[src/rtl/cmf_pkg.sv]
package cmf_pkg;
  localparam int DATA_W  = 16;
  localparam int PAT_W   = 5;
  localparam int PAT_LSB = 11;
  // register field positions
  localparam int FV_LO   = 5;
  localparam int FV_HI   = FV_LO + PAT_W - 1;
  localparam int ARM_BIT = 13;
  localparam int BLK_BIT = 15;

  typedef enum logic [1:0] {
    ST_IDLE = 2'd0,
    ST_ARM  = 2'd1,
    ST_FILL = 2'd2
  } fill_st_e;
endpackage

[src/rtl/cmf_regs.sv]
module cmf_regs
  import cmf_pkg::*;
(
  input  logic              clk_i,
  input  logic              rst_ni,
  input  logic              we_i,
  input  logic              sel_i,
  input  logic [DATA_W-1:0] wdata_i,
  input  logic              busy_i,
  input  logic              clr_i,
  output logic [PAT_W-1:0]  pat_o,
  output logic              en_o,
  output logic              mode_o
);
  logic [PAT_W-1:0] pat_q;
  logic             en_q;
  logic             mode_q;
  logic             unused_bits;

  assign unused_bits = ^{wdata_i[14], wdata_i[12:10], wdata_i[4:0]};

  always_ff @(posedge clk_i or negedge rst_ni) begin
    if (!rst_ni) begin
      pat_q  <= '0;
      en_q   <= 1'b0;
      mode_q <= 1'b0;
    end else begin
      if (clr_i) en_q <= 1'b0;
      if (we_i && !sel_i) begin
        pat_q <= wdata_i[FV_HI:FV_LO];
        if (!busy_i) en_q <= wdata_i[ARM_BIT];  // arm bit owned by engine while busy
      end
      if (we_i && sel_i) mode_q <= wdata_i[BLK_BIT];
    end
  end

  assign pat_o  = pat_q;
  assign en_o   = en_q;
  assign mode_o = mode_q;

  p_en_hold_r10: assert property (@(posedge clk_i) disable iff (!rst_ni)
    busy_i && en_q && !clr_i |=> en_q);
endmodule

[src/rtl/cmf_seq.sv]
module cmf_seq
  import cmf_pkg::*;
#(
  parameter int ADDR_W = 7
) (
  input  logic              clk_i,
  input  logic              rst_ni,
  input  logic              slot_tick_i,
  input  logic              frame_i,
  input  logic              en_i,
  input  logic              mode_i,
  input  logic [PAT_W-1:0]  pat_i,
  output logic              busy_o,
  output logic              clr_o,
  output logic              we_o,
  output logic [ADDR_W-1:0] addr_o,
  output logic [DATA_W-1:0] wdata_o
);
  localparam logic [ADDR_W-1:0] LAST = '1;

  fill_st_e         st_q;
  logic [ADDR_W-1:0] addr_q;
  logic [PAT_W-1:0]  pat_q;
  logic              go_now;
  logic              last_wr;

  assign go_now  = (st_q == ST_ARM) && frame_i && slot_tick_i;
  assign last_wr = (st_q == ST_FILL) && slot_tick_i && (addr_q == LAST);

  always_ff @(posedge clk_i or negedge rst_ni) begin
    if (!rst_ni) begin
      st_q   <= ST_IDLE;
      addr_q <= '0;
      pat_q  <= '0;
    end else begin
      unique case (st_q)
        ST_IDLE: if (en_i && mode_i) begin
          st_q   <= ST_ARM;
          pat_q  <= pat_i;
          addr_q <= '0;
        end
        ST_ARM: if (go_now) begin
          st_q   <= ST_FILL;
          addr_q <= addr_q + 1'b1;
        end
        ST_FILL: if (slot_tick_i) begin
          if (last_wr) st_q <= ST_IDLE;
          else         addr_q <= addr_q + 1'b1;
        end
        default: st_q <= ST_IDLE;
      endcase
    end
  end

  assign busy_o  = (st_q != ST_IDLE);
  assign clr_o   = ((st_q == ST_IDLE) && en_i && !mode_i) || last_wr;
  assign we_o    = go_now || ((st_q == ST_FILL) && slot_tick_i);
  assign addr_o  = addr_q;
  assign wdata_o = {pat_q, {PAT_LSB{1'b0}}};

  p_arm_addr0_r4: assert property (@(posedge clk_i) disable iff (!rst_ni)
    (st_q == ST_IDLE) && en_i && mode_i |=> (st_q == ST_ARM) && (addr_q == '0));
endmodule

[src/rtl/cmf_arb.sv]
module cmf_arb
  import cmf_pkg::*;
#(
  parameter int ADDR_W = 7
) (
  input  logic              clk_i,
  input  logic              rst_ni,
  input  logic              busy_i,
  input  logic              fill_we_i,
  input  logic [ADDR_W-1:0] fill_addr_i,
  input  logic [DATA_W-1:0] fill_wdata_i,
  input  logic              host_we_i,
  input  logic [ADDR_W-1:0] host_addr_i,
  input  logic [DATA_W-1:0] host_wdata_i,
  output logic              we_o,
  output logic [ADDR_W-1:0] addr_o,
  output logic [DATA_W-1:0] wdata_o
);
  always_comb begin
    if (busy_i) begin
      we_o    = fill_we_i;
      addr_o  = fill_addr_i;
      wdata_o = fill_wdata_i;
    end else begin
      we_o    = host_we_i;
      addr_o  = host_addr_i;
      wdata_o = host_wdata_i;
    end
  end

  p_host_block_r9: assert property (@(posedge clk_i) disable iff (!rst_ni)
    busy_i && host_we_i && !fill_we_i |-> !we_o);
endmodule

[src/rtl/cmem_fill.sv]
module cmem_fill
  import cmf_pkg::*;
#(
  parameter int ADDR_W = 7
) (
  input  logic              clk_i,
  input  logic              rst_ni,
  input  logic              slot_tick_i,
  input  logic              frame_i,
  input  logic              reg_we_i,
  input  logic              reg_sel_i,
  input  logic [DATA_W-1:0] reg_wdata_i,
  input  logic              host_we_i,
  input  logic [ADDR_W-1:0] host_addr_i,
  input  logic [DATA_W-1:0] host_wdata_i,
  output logic              cm_we_o,
  output logic [ADDR_W-1:0] cm_addr_o,
  output logic [DATA_W-1:0] cm_wdata_o,
  output logic              fill_en_o,
  output logic              busy_o
);
  logic [PAT_W-1:0]  pat;
  logic              en;
  logic              blk_mode;
  logic              busy;
  logic              clr;
  logic              f_we;
  logic [ADDR_W-1:0] f_addr;
  logic [DATA_W-1:0] f_wdata;

  cmf_regs u_regs (
    .clk_i   (clk_i),
    .rst_ni  (rst_ni),
    .we_i    (reg_we_i),
    .sel_i   (reg_sel_i),
    .wdata_i (reg_wdata_i),
    .busy_i  (busy),
    .clr_i   (clr),
    .pat_o   (pat),
    .en_o    (en),
    .mode_o  (blk_mode)
  );

  cmf_seq #(.ADDR_W(ADDR_W)) u_seq (
    .clk_i       (clk_i),
    .rst_ni      (rst_ni),
    .slot_tick_i (slot_tick_i),
    .frame_i     (frame_i),
    .en_i        (en),
    .mode_i      (blk_mode),
    .pat_i       (pat),
    .busy_o      (busy),
    .clr_o       (clr),
    .we_o        (f_we),
    .addr_o      (f_addr),
    .wdata_o     (f_wdata)
  );

  cmf_arb #(.ADDR_W(ADDR_W)) u_arb (
    .clk_i        (clk_i),
    .rst_ni       (rst_ni),
    .busy_i       (busy),
    .fill_we_i    (f_we),
    .fill_addr_i  (f_addr),
    .fill_wdata_i (f_wdata),
    .host_we_i    (host_we_i),
    .host_addr_i  (host_addr_i),
    .host_wdata_i (host_wdata_i),
    .we_o         (cm_we_o),
    .addr_o       (cm_addr_o),
    .wdata_o      (cm_wdata_o)
  );

  assign fill_en_o = en;
  assign busy_o    = busy;

  p_reject_r3: assert property (@(posedge clk_i) disable iff (!rst_ni)
    en && !blk_mode && !busy && !reg_we_i |=> !fill_en_o && !busy_o);
  p_tick_only_r6: assert property (@(posedge clk_i) disable iff (!rst_ni)
    busy_o && cm_we_o |-> slot_tick_i);
  p_low_zero_r5: assert property (@(posedge clk_i) disable iff (!rst_ni)
    busy_o && cm_we_o |-> cm_wdata_o[PAT_LSB-1:0] == '0);
  p_start_frame_r4: assert property (@(posedge clk_i) disable iff (!rst_ni)
    busy_o && cm_we_o && (cm_addr_o == '0) |-> frame_i);
  p_done_r8: assert property (@(posedge clk_i) disable iff (!rst_ni)
    $fell(busy_o) |-> !fill_en_o);
endmodule

[config.mk]
export PLATFORM = sky130hd
export DESIGN_NAME = cmem_fill
export DESIGN_NICKNAME = d
export VERILOG_FILES = /design/src/rtl/cmf_pkg.sv /design/src/rtl/cmf_regs.sv /design/src/rtl/cmf_seq.sv /design/src/rtl/cmf_arb.sv /design/src/rtl/cmem_fill.sv
export SDC_FILE = /design/constraint.sdc
export NUM_CORES = 1
export LEC_CHECK = 0
export ABC_AREA = 1
export BUFFER_PORTS_ARGS = -buffer_cell sky130_fd_sc_hd__buf_2
export CAP_MARGIN = 10
export CORE_ASPECT_RATIO = 0.6
export CORE_UTILIZATION = 49
export CTS_CLUSTER_DIAMETER = 40
export DETAILED_ROUTE_END_ITERATION = 12
export HOLD_SLACK_MARGIN = 0.15
export PLACE_DENSITY = 0.93
export REMOVE_ABC_BUFFERS = 1
export SLEW_MARGIN = 5
export SYNTH_ARGS = -nofsm -noshare
export SYNTH_HDL_FRONTEND = slang
export SYNTH_SLANG_ARGS = --single-unit
[constraint.sdc]
create_clock -name clk_i -period 4.4 [get_ports clk_i]
set_clock_uncertainty 0.1 [all_clocks]
set_input_delay 0.88 -clock clk_i [delete_from_list [all_inputs] [get_ports clk_i]]
set_output_delay 0.88 -clock clk_i [all_outputs]
set_load 0.02 [all_outputs]
# After elaboration in Yosys (flattened, before gate mapping)
# Cells that the tools add are included.
dict set report word_totals {
  register_bits 21
  latch_bits 0
  ram_bits 0
  mem_bits_ro 0
  out_inout_bits 26
  wordCells 50
  memories 0
}
dict set report classes {
  addsub 1
  multipliers 0
  n_div 0
  order_cmp 0
  n_eq_ne 8
  n_shift 0
  n_mux 16
  n_bitwise 0
  reduce_logical 19
}
# operator count
set ops {}
lappend ops {{7-bit 2-to-1 mux} 5}
lappend ops {{7-bit one-hot mux with 3 select lines} 1}
lappend ops {{16-bit 2-to-1 mux} 1}
lappend ops {{1-bit logical AND} 9}
lappend ops {{2-bit 2-to-1 mux} 4}
lappend ops {{7-bit by 1-bit adder with 7-bit output (second input constant)} 1}
lappend ops {{7-bit == test (second input constant)} 1}
lappend ops {{2-bit by 1-bit inequality test with 1-bit output (second input constant)} 3}
lappend ops {{2-bit one-hot mux with 3 select lines} 1}
lappend ops {{5-bit AND reduction} 1}
lappend ops {{1-bit 2-to-1 mux} 4}
lappend ops {{2-bit inequality test (second input constant)} 2}
lappend ops {{4-bit AND reduction} 1}
lappend ops {{3-bit nonzero test} 1}
lappend ops {{2-bit by 1-bit == test with 1-bit output (second input constant)} 1}
lappend ops {{2-bit == test (second input constant)} 1}
lappend ops {{1-bit logical NOT} 2}
lappend ops {{2-bit logical NOT} 1}
lappend ops {{1-bit logical OR} 2}
lappend ops {{2-bit AND reduction} 1}
lappend ops {{2-bit nonzero test} 1}

# Longest topological paths before layout
# Gate-level depths: netlist of the first run.
dict set report logic_depth {
  depth_word 7
  depth_mapped 9
  ltp_nobuf 9
}

# Cells and area by module
# From an unflattened synthesis of the first run, not the netlist that was laid out.
dict set report hier_totals {
  hier_cells 234
  hier_area_um2 1634.1
}
# mod n_inst cells_each area_per_inst_um2 seq_area_each_um2
set modules_own_cells {}
lappend modules_own_cells {cmf_seq 1 118 955.9 350.3}
lappend modules_own_cells {cmf_arb 1 78 374.1 0.0}
lappend modules_own_cells {cmf_regs 1 38 304.0 175.2}

# Worst setup path before layout of the first run
# Ideal clock, no wire load.
dict set report synth_timing {
  path_kind {flip-flop to output port}
  from {register u_seq.st_q[0]}
  to {output port cm_we_o}
  t_arrival_ps 1429
  slack_ps 1991
  stages_incl_launch_ff 7
  path_buffers 1
  path_cell_list {dfrtp_1 -> inv_1 -> ha_1 -> inv_2 -> buf_2 -> nor2_1 -> a31oi_1}
}
# element line_no
set synth_rtl {}
lappend synth_rtl {{from (decl)} cmf_seq.sv:21} ;# fill_st_e st_q;
lappend synth_rtl {{from (signal assigned)} cmf_seq.sv:32} ;# st_q <= ST_IDLE;
lappend synth_rtl {{from (signal assigned)} cmf_seq.sv:38} ;# st_q <= ST_ARM;
lappend synth_rtl {{from (signal assigned)} cmf_seq.sv:43} ;# st_q <= ST_FILL;
lappend synth_rtl {{2-bit nonzero test} cmf_seq.sv:55} ;# assign busy_o = (st_q != ST_IDLE);
lappend synth_rtl {{net busy_o} cmem_fill.sv:20} ;# output logic busy_o
lappend synth_rtl {{1-bit 2-to-1 mux} cmf_arb.sv:20} ;# if (busy_i) begin
lappend synth_rtl {{to (decl)} cmem_fill.sv:16} ;# output logic cm_we_o,
# The timed path passes the listed nets, and every way through them passes these cells.

# Worst setup path after layout of the first run
dict set report layout_timing {
  from {register u_seq.st_q[0]}
  to {output port cm_we_o}
}
dict set report layout_between {
  elab_chain_cells 5
}
# element line_no
set layout_lines {}
lappend layout_lines {{2-bit by 1-bit == test with 1-bit output} cmf_seq.sv:27} ;# assign go_now = (st_q == ST_ARM) && frame_i && slot_tick_i;
lappend layout_lines {{1-bit logical AND (2 in series)} cmf_seq.sv:27}
lappend layout_lines {{1-bit logical OR} cmf_seq.sv:57} ;# assign we_o = go_now || ((st_q == ST_FILL) && slot_tick_i);
lappend layout_lines {{1-bit 2-to-1 mux *} cmf_arb.sv:20}
# Mark *: on every way between the ends. The rest lies on a longest branch, timed or not.

==> results.toml, run 1 <==
[clock_network]
clkSinkCount = 21
clock_latency_ps = 270
cts_hold_buffers = 0
cts_tree = "done"
h-tree-depth = 1
post_cts_buffers = 0
numCtsBuffers = 3
clk_path_buf_depth = 2
cts_resized = 0
path_clk_slew_ps = 80
clockRootBuffer = "clkbuf_8"

[cells_and_area]
syn_to_final_growth_pct = 26.76
drive_gt1_share_pct = 32.34
final_common_cell = "nand2_1"
num_antenna_cells = 0
fin_util_pct = 68.57
final_cell_mix = "nand2_1, buf_2, inv_1"
layout.nets = 323

[floorplanning]
dieArea_mm2 = 0.003127
row_count = 14
die_w_um = 71.53
start_util_pct = 54.10
die_h_um = 43.72
ios = 72
design.core.area_mm2 = 0.002628

[routing]
wl_per_cell_um = 10.35
firstDrtPassIters = 4
viasPerCell = 4.767
wirelength_um = 3114
drcViolationCount = 0
drtAntennaViolNets = 0
drt_iter0_drc = 76
vias = 1435

[setup_path]
cp_num_buf_inv = 3
start_kind = "register"
r2r_end = "u_seq.pat_q[2]$_DFFE_PN0P_"
slowest_stage = "ha_1"
path_max_fanout = 24
r2r_cells = 5
path_delay_family = "adder cells"
critical_path_class = "reg -> out"
reg2reg_slack_ps = 2220
cp-end-kind = "output pin"
max_stage_delay_ps = 670
worstPathRequired_ps = 3420
crit_chain = "inv_1, ha_1, inv_2, a31oi_1, buf_2"
crit_arrival_ps = 2150
r2r_start = "u_seq.st_q[0]$_DFFE_PN0P_"

[sta]
slew_headroom_pct = 48.37
setup_viol = 0
slew_violations = 0
rsz0062_at_grt = "no"
fin_crit_sh_pct = 71.21
finalHoldViolations = 0
tightest_slew_ps = 774.4
min_period_ps = 3133
max_freq_mhz = 319.1
setup_tns_ps = 0

[power]
clockPowerShare_pct = 11.8
p_per_area_mw_per_mm2 = 607.0
ir_worst_vdd_mv = 0.3419
intPower_mw = 0.5272
comb_power_share_pct = 62.4
switching_share_pct = 51.80
leakage_nw = 1.116
p_sw_mw = 0.5665
p_seq_share_pct = 25.8

[global_routing]
grt_max_degree = 25
antenna_found_initial = 0
use_met3_pct = 5.581
met2_usage_pct = 35.81
grt.overflow.total = 0
grt_pass1_wl_um = 4899
grt_use_total_pct = 20.53
met1_usage_pct = 26.22
grt_pass1_vias = 1149
top_usage_layer = "met2"

[yosys]
avgSynthCellArea_um2 = 6.866
synth_cell_type_count = 21
synth_cells = 207
synth-seq-cells = 21
yosysSeqAreaShare_pct = 36.97
ys_warn_count = 0
syn_area_mm2 = 0.001421

[min_path]
min_path_cells = 2
hp-class = "reg -> reg"
worstHoldStart = "u_seq.pat_q[4]$_DFFE_PN0P_"
worstHoldEndpoint = "u_seq.pat_q[4]$_DFFE_PN0P_"

[placement]
port-buffer-count = 62
place_hpwl_um = 2480
gp_congestion = 0.8362

[outcome]
status = "finished, final reports clean"

[job]
maxCapViolations = 0
[tightest hold or removal path: stages, from the launching register on]
cell and delay (ps):
dfrtp_1 350, nand2_1 50, o21ai_1 60
[power by group through the flow]
stage | Sequential, mW | Clock [mW] | Combinational, mW
2_1_floorplan | 0.281 | 0 | 0.481
3_3_place_gp | 0.282 | 0 | 0.663
3_5_place_dp | 0.284 | 0 | 0.685
4_1_cts | 0.281 | 0.132 | 0.688
5_1_grt | 0.289 | 0.142 | 0.756
6_report | 0.282 | 0.129 | 0.683
[cells in the mapped netlist]
| master | instances | area share (%) |
|---|---|---|
| nor2_8 | 1 | 1.4 |
| nand3_1 | 7 | 2.5 |
| buf_2 | 4 | 1.4 |
| nor2_4 | 2 | 1.6 |
| a21oi_1 | 3 | 1.1 |
| nor2_2 | 1 | 0.44 |
| nand2_2 | 5 | 2.2 |
| ha_1 | 7 | 6.2 |
| a31oi_1 | 2 | 0.88 |
| clkbuf_1 | 1 | 0.26 |
| xor2_1 | 2 | 1.2 |
| nor2_1 | 8 | 2.1 |
| nand3b_4 | 1 | 1.4 |
| dfrtp_1 | 21 | 37 |
| o21ai_1 | 9 | 3.2 |
| nand3_4 | 1 | 1.2 |
| nand3_2 | 1 | 0.70 |
| inv_1 | 25 | 6.6 |
| inv_2 | 8 | 2.1 |
| o21ai_0 | 8 | 2.8 |
| nand2_1 | 90 | 24 |
[area by class of cell]
cell class / count / area [um^2]
fillers: 221 / 825.8
multi-input cells: 148 / 748.2
flip-flops and latches: 21 / 525.5
repair buffers: 63 / 317.8
inverters: 33 / 123.9
clock buffers: 3 / 41.29
well taps: 32 / 40.04
clock inverters: 1 / 5.005
[state kept, by name (all words and copies together), names as in the netlist]
name           cells
u_seq.st_q         2
u_regs.en_o        1
u_regs.mode_o      1
u_regs.pat_o       5
u_seq.pat_q        5
u_seq.addr_o       7
[worst max-delay path by stage]
| stage | startpoint | cells after the start | to |
|---|---|---|---|
| finish | u_seq.st_q[0]$_DFFE_PN0P_ | 5 | cm_we_o |
| detailed placement | u_seq.st_q[0]$_DFFE_PN0P_ | 5 | cm_we_o |
| floorplan | u_seq.st_q[0]$_DFFE_PN0P_ | 4 | cm_we_o |
| global route | u_seq.st_q[0]$_DFFE_PN0P_ | 5 | cm_we_o |
| global placement | u_seq.st_q[1]$_DFFE_PN0P_ | 5 | cm_we_o |
| CTS | u_seq.st_q[0]$_DFFE_PN0P_ | 5 | cm_we_o |
[kinds of logic (layout without fill, tap and decap cells)]
kind of cell,count (synthesis),in the layout,share of synthesized area [%]
fa+ha+maj,7,7,6.162
buf+inv,38,100,10.39
compound gates,22,22,7.922
xor+xnor,2,2,1.233
simple gates,117,117,37.32
flops,21,21,36.97
[metrics by stage]
| step | hold WS (ps) | setup slack (ps) | power (mW) | cell area [um^2] | std cells |
|---|---|---|---|---|---|
| 2_1_floorplan | 348.9 | 1537 | 0.7619 | 1398 | 202 |
| 3_3_place_gp | 365.2 | 1555 | 0.9450 | 1755 | 297 |
| 3_5_place_dp | 379.7 | 1533 | 0.9689 | 1755 | 297 |
| 4_1_cts | 400.5 | 1249 | 1.100 | 1802 | 301 |
| 5_1_grt | 421.2 | 1058 | 1.188 | 1802 | 301 |
| 6_report | 395.6 | 1267 | 1.094 | 1802 | 301 |
[per-layer routing]
metal	wire length, um	vias up
li1	-	752
met1	1434	629
met2	1445	47
met3	198	7
met4	35	0
met5	0	-
Note: power is estimated with default switching activity, not from simulation.
==> inputs of run 2 (changes only) <==
Settings changed: CORE_UTILIZATION 49 to 41, PLACE_DENSITY 0.93 to 0.84.
Clock period 4.4 ns to 2.7 ns, I/O delays scaled along.
==> results.toml, run 2 (synthesized netlist as in run 1, its figures left out) <==
[floorplanning]
design.core.area_mm2 = 0.003283
ios = 72
row_count = 16
start_util_pct = 43.29
dieArea_mm2 = 0.003714
die_w_um = 78.01
die_h_um = 47.61

[cells_and_area]
fill_cells = 331
layout.nets = 324
largest_reg_flops = 7
fin_cells = 315
final_common_cell = "nand2_1"
syn_to_final_growth_pct = 29.49
drive_gt1_share_pct = 32.22
final_cell_mix = "nand2_1, buf_2, inv_1"
num_antenna_cells = 0

[setup_path]
worstPathRequired_ps = 2060
start_kind = "register"
crit_arrival_ps = 1870
critical_path_class = "reg -> out"
path_max_fanout = 11
cp-end-kind = "output pin"
r2r_cells = 8

[sta]
fin_crit_sh_pct = 92.84
tightest_slew_ps = 715.0
setup_tns_ps = 0
max_freq_mhz = 399.0
worst_slack_ps = 193.4
rsz0062_at_grt = "no"
finalHoldViolations = 0
setup_viol = 0
min_period_ps = 2507
slew_headroom_pct = 52.16
slew_violations = 0

[power]
leakage_nw = 1.125
intPower_mw = 0.8797
clockPowerShare_pct = 11.3
ir_worst_vdd_mv = 0.4802
total_power_mw = 1.797
comb_power_share_pct = 62.8
p_per_area_mw_per_mm2 = 976.3
p_sw_mw = 0.9171
switching_share_pct = 51.04
p_seq_share_pct = 25.8

[clock_network]
numCtsBuffers = 3
clk_path_buf_depth = 2
h-tree-depth = 1
clkSinkCount = 21
post_cts_buffers = 0
clockRootBuffer = "clkbuf_8"
cts_tree = "done"
path_clk_slew_ps = 70
clock_latency_ps = 260

[routing]
wirelength_um = 3121
drtAntennaViolNets = 0
drt_iter0_drc = 105
drcViolationCount = 0
viasPerCell = 4.435
firstDrtPassIters = 4
vias = 1397
wl_per_cell_um = 9.908

[placement]
gp_congestion = 0.7673
preCtsSetupSlack_ps = 477.4
dp.cells = 310
place_hpwl_um = 2428
port-buffer-count = 62

[global_routing]
grt_pass1_wl_um = 5230
grt_max_degree = 25
grt_use_total_pct = 18.65
grt.overflow.total = 0
antenna_found_initial = 0
grt_pass1_vias = 1187

[job]
maxCapViolations = 0

[outcome]
status = "finished, final reports clean"

[min_path]
hp-class = "in -> reg"
min_path_cells = 2
run 2: cell count changes in the layout (fill, tap and decap cells not counted), sizes merged:
| cell | change |
|---|---|
| dlygate4sd3 | +1 |
run 2: final cells by class:
cell class	instances	area, um^2	area share [%]
clock inverter	1	5.005	0.2719
tap	45	56.30	3.059
multi-input combinational	148	748.2	40.65
timing repair buffer	64	340.3	18.49
sequential	21	525.5	28.55
clock buffer	3	41.29	2.243
inverter	33	123.9	6.730
run 2: final timing paths:
check	start	to	slack (ps)
min	reg_sel_i	u_regs.mode_o$_DFFE_PN0P_	370
max	u_seq.st_q[0]$_DFFE_PN0P_	cm_we_o	190
min reg2reg	u_seq.addr_o[6]$_DFFE_PN0P_	u_seq.addr_o[6]$_DFFE_PN0P_	390
max in group asynchronous	rst_ni	u_seq.addr_o[6]$_DFFE_PN0P_	1500
min in group asynchronous	rst_ni	u_regs.pat_o[0]$_DFFE_PN0P_	670
max reg2reg	u_seq.st_q[0]$_DFFE_PN0P_	u_seq.addr_o[2]$_DFFE_PN0P_	860
run 2: per-layer routing:
layer  vias up  track usage (%)  part of all wire [%]
li1        749                -                     -
met1       592            24.80                    49
met2        54            32.21                    42
met3         2            4.762                   7.9
met4         0            3.333                  0.35
met5         -                0                     0
run 2: stage by stage:
| step | utilization [%] | instance area (um^2) | hold WS, ps |
|---|---|---|---|
| detailed placement | 54.34 | 1784 | 369.9 |
| floorplan | - | 1398 | 144.4 |
| CTS | 56.06 | 1841 | 370.6 |
| finish | 56.06 | 1841 | 374.9 |
| global route | 56.06 | 1841 | 382.7 |
| global placement | 54.34 | 1784 | 368.1 |
run 2: power by group through the flow:
stage	Sequential, mW	Clock, mW	Combinational (mW)
after floorplan	0.458	0	0.784
after global placement	0.466	0	1.11
after detailed placement	0.467	0	1.14
after CTS	0.463	0.210	1.14
after global routing	0.478	0.227	1.26
final	0.464	0.203	1.13
run 2: worst max-delay path, stage by stage, from the launching register on:
cell and delay (ps):
dfrtp_1 440, inv_1 130, ha_1 440, inv_2 210, a31oi_1 210, buf_2 180
run 2: repair_timing:
action                    CTS  global route
gates resized for setup     0             0
hold endpoints to repair   21             0
hold buffers                1             0
==> inputs of run 3 (changes only) <==
Settings changed: MAX_ROUTING_LAYER set to met4.
==> results.toml, run 3 (synthesized netlist as in run 1, its figures left out) <==
[floorplanning]
ios = 72
die_h_um = 47.61
die_w_um = 78.01
row_count = 16
dieArea_mm2 = 0.003714
start_util_pct = 43.29
design.core.area_mm2 = 0.003283

[sta]
fin_crit_sh_pct = 92.82
setup_tns_ps = 0
slew_violations = 0
tightest_slew_ps = 715.0
finalHoldViolations = 0
slew_headroom_pct = 52.16
setup_viol = 0
min_period_ps = 2506
rsz0062_at_grt = "no"
max_freq_mhz = 399.0

[job]
maxCapViolations = 0

[power]
p_seq_share_pct = 25.9
p_per_area_mw_per_mm2 = 976.0
leakage_nw = 1.125
switching_share_pct = 51.03
total_power_mw = 1.796
p_sw_mw = 0.9166
clockPowerShare_pct = 11.3
ir_worst_vdd_mv = 0.4802
comb_power_share_pct = 62.8
intPower_mw = 0.8797

[setup_path]
r2r_start = "u_seq.st_q[0]$_DFFE_PN0P_"
cp-end-kind = "output pin"
path_max_fanout = 11
critical_path_class = "reg -> out"
r2r_end = "u_seq.addr_o[2]$_DFFE_PN0P_"
r2r_cells = 8
worstPathRequired_ps = 2060
startpoint = "u_seq.st_q[0]$_DFFE_PN0P_"
crit_arrival_ps = 1870
start_kind = "register"
reg2reg_slack_ps = 860

[routing]
drtAntennaViolNets = 0
drcViolationCount = 0
wirelength_um = 3121
drt_iter0_drc = 105
vias = 1397
firstDrtPassIters = 4
wl_per_cell_um = 9.908
viasPerCell = 4.435

[clock_network]
path_clk_slew_ps = 70
cts_tree = "done"
clock_latency_ps = 260
numCtsBuffers = 3
clk_path_buf_depth = 2
post_cts_buffers = 0
clkSinkCount = 21
cts_resized = 0
cts_hold_buffers = 1
clockRootBuffer = "clkbuf_8"
h-tree-depth = 1

[cells_and_area]
design_area_mm2 = 0.001841
largest_reg_flops = 7
syn_to_final_growth_pct = 29.49
final_cell_mix = "nand2_1, buf_2, inv_1"
num_antenna_cells = 0
drive_gt1_share_pct = 32.22
fin_cells = 315
final_common_cell = "nand2_1"
layout.nets = 324

[min_path]
worstHoldStart = "reg_sel_i"
worstHoldEndpoint = "u_regs.mode_o$_DFFE_PN0P_"
hp-class = "in -> reg"
min_path_cells = 2

[global_routing]
grt.overflow.total = 0
grt_use_total_pct = 19.32
grt_pass1_wl_um = 5230
antenna_found_initial = 0
grt_max_degree = 25
grt_pass1_vias = 1187

[placement]
gp_congestion = 0.7776
place_hpwl_um = 2428
placed_area_mm2 = 0.001784
dp.cells = 310
port-buffer-count = 62

[outcome]
status = "finished, final reports clean"
run 3: cell counts in the layout (fill, tap and decap cells not counted):
No cell type changed its count.
run 3: metal layers:
| metal | vias up | track usage [%] | part of all wire, % |
|---|---|---|---|
| li1 | 749 | - | - |
| met1 | 592 | 24.80 | 49 |
| met2 | 54 | 32.21 | 42 |
| met3 | 2 | 4.762 | 8.0 |
| met4 | 0 | 3.333 | 0.35 |
| met5 | - | - | 0 |
run 3: how the worst max path moves through the flow:
stage / slack (ps) / endpoint / depth (start not counted)
4_1_cts: 190 / cm_we_o / 5
3_3_place_gp: 550 / cm_we_o / 5
2_1_floorplan: 180 / cm_we_o / 4
3_5_place_dp: 480 / cm_we_o / 5
5_1_grt: 50 / cm_we_o / 5
6_report: 190 / cm_we_o / 5
run 3: per-stage QoR:
step / util [%] / hold WS [ps] / setup WS, ps
after floorplan: - / 144.4 / 177.3
after global placement: 54.34 / 368.1 / 552.7
after detailed placement: 54.34 / 369.9 / 477.4
after CTS: 56.06 / 370.6 / 191.8
after global routing: 56.06 / 382.7 / 52.46
final: 56.06 / 374.9 / 193.9
run 3: final cells by class:
class	count	area, um^2
fillers	331	1443
multi-input cells	148	748.2
flip-flops and latches	21	525.5
repair buffers	64	340.3
inverters	33	123.9
well taps	45	56.30
clock buffers	3	41.29
clock inverters	1	5.005
run 3: power by group through the flow:
stage	combinational [mW]	sequential, mW	clock, mW
after floorplan	0.784	0.458	0
after global placement	1.11	0.466	0
after detailed placement	1.14	0.467	0
after CTS	1.14	0.463	0.210
after global routing	1.26	0.478	0.227
final	1.13	0.464	0.203
run 3: critical path: stages, from the launching register on:
cell     delay, ps
dfrtp_1        440
inv_1          130
ha_1           440
inv_2          210
a31oi_1        210
buf_2          180
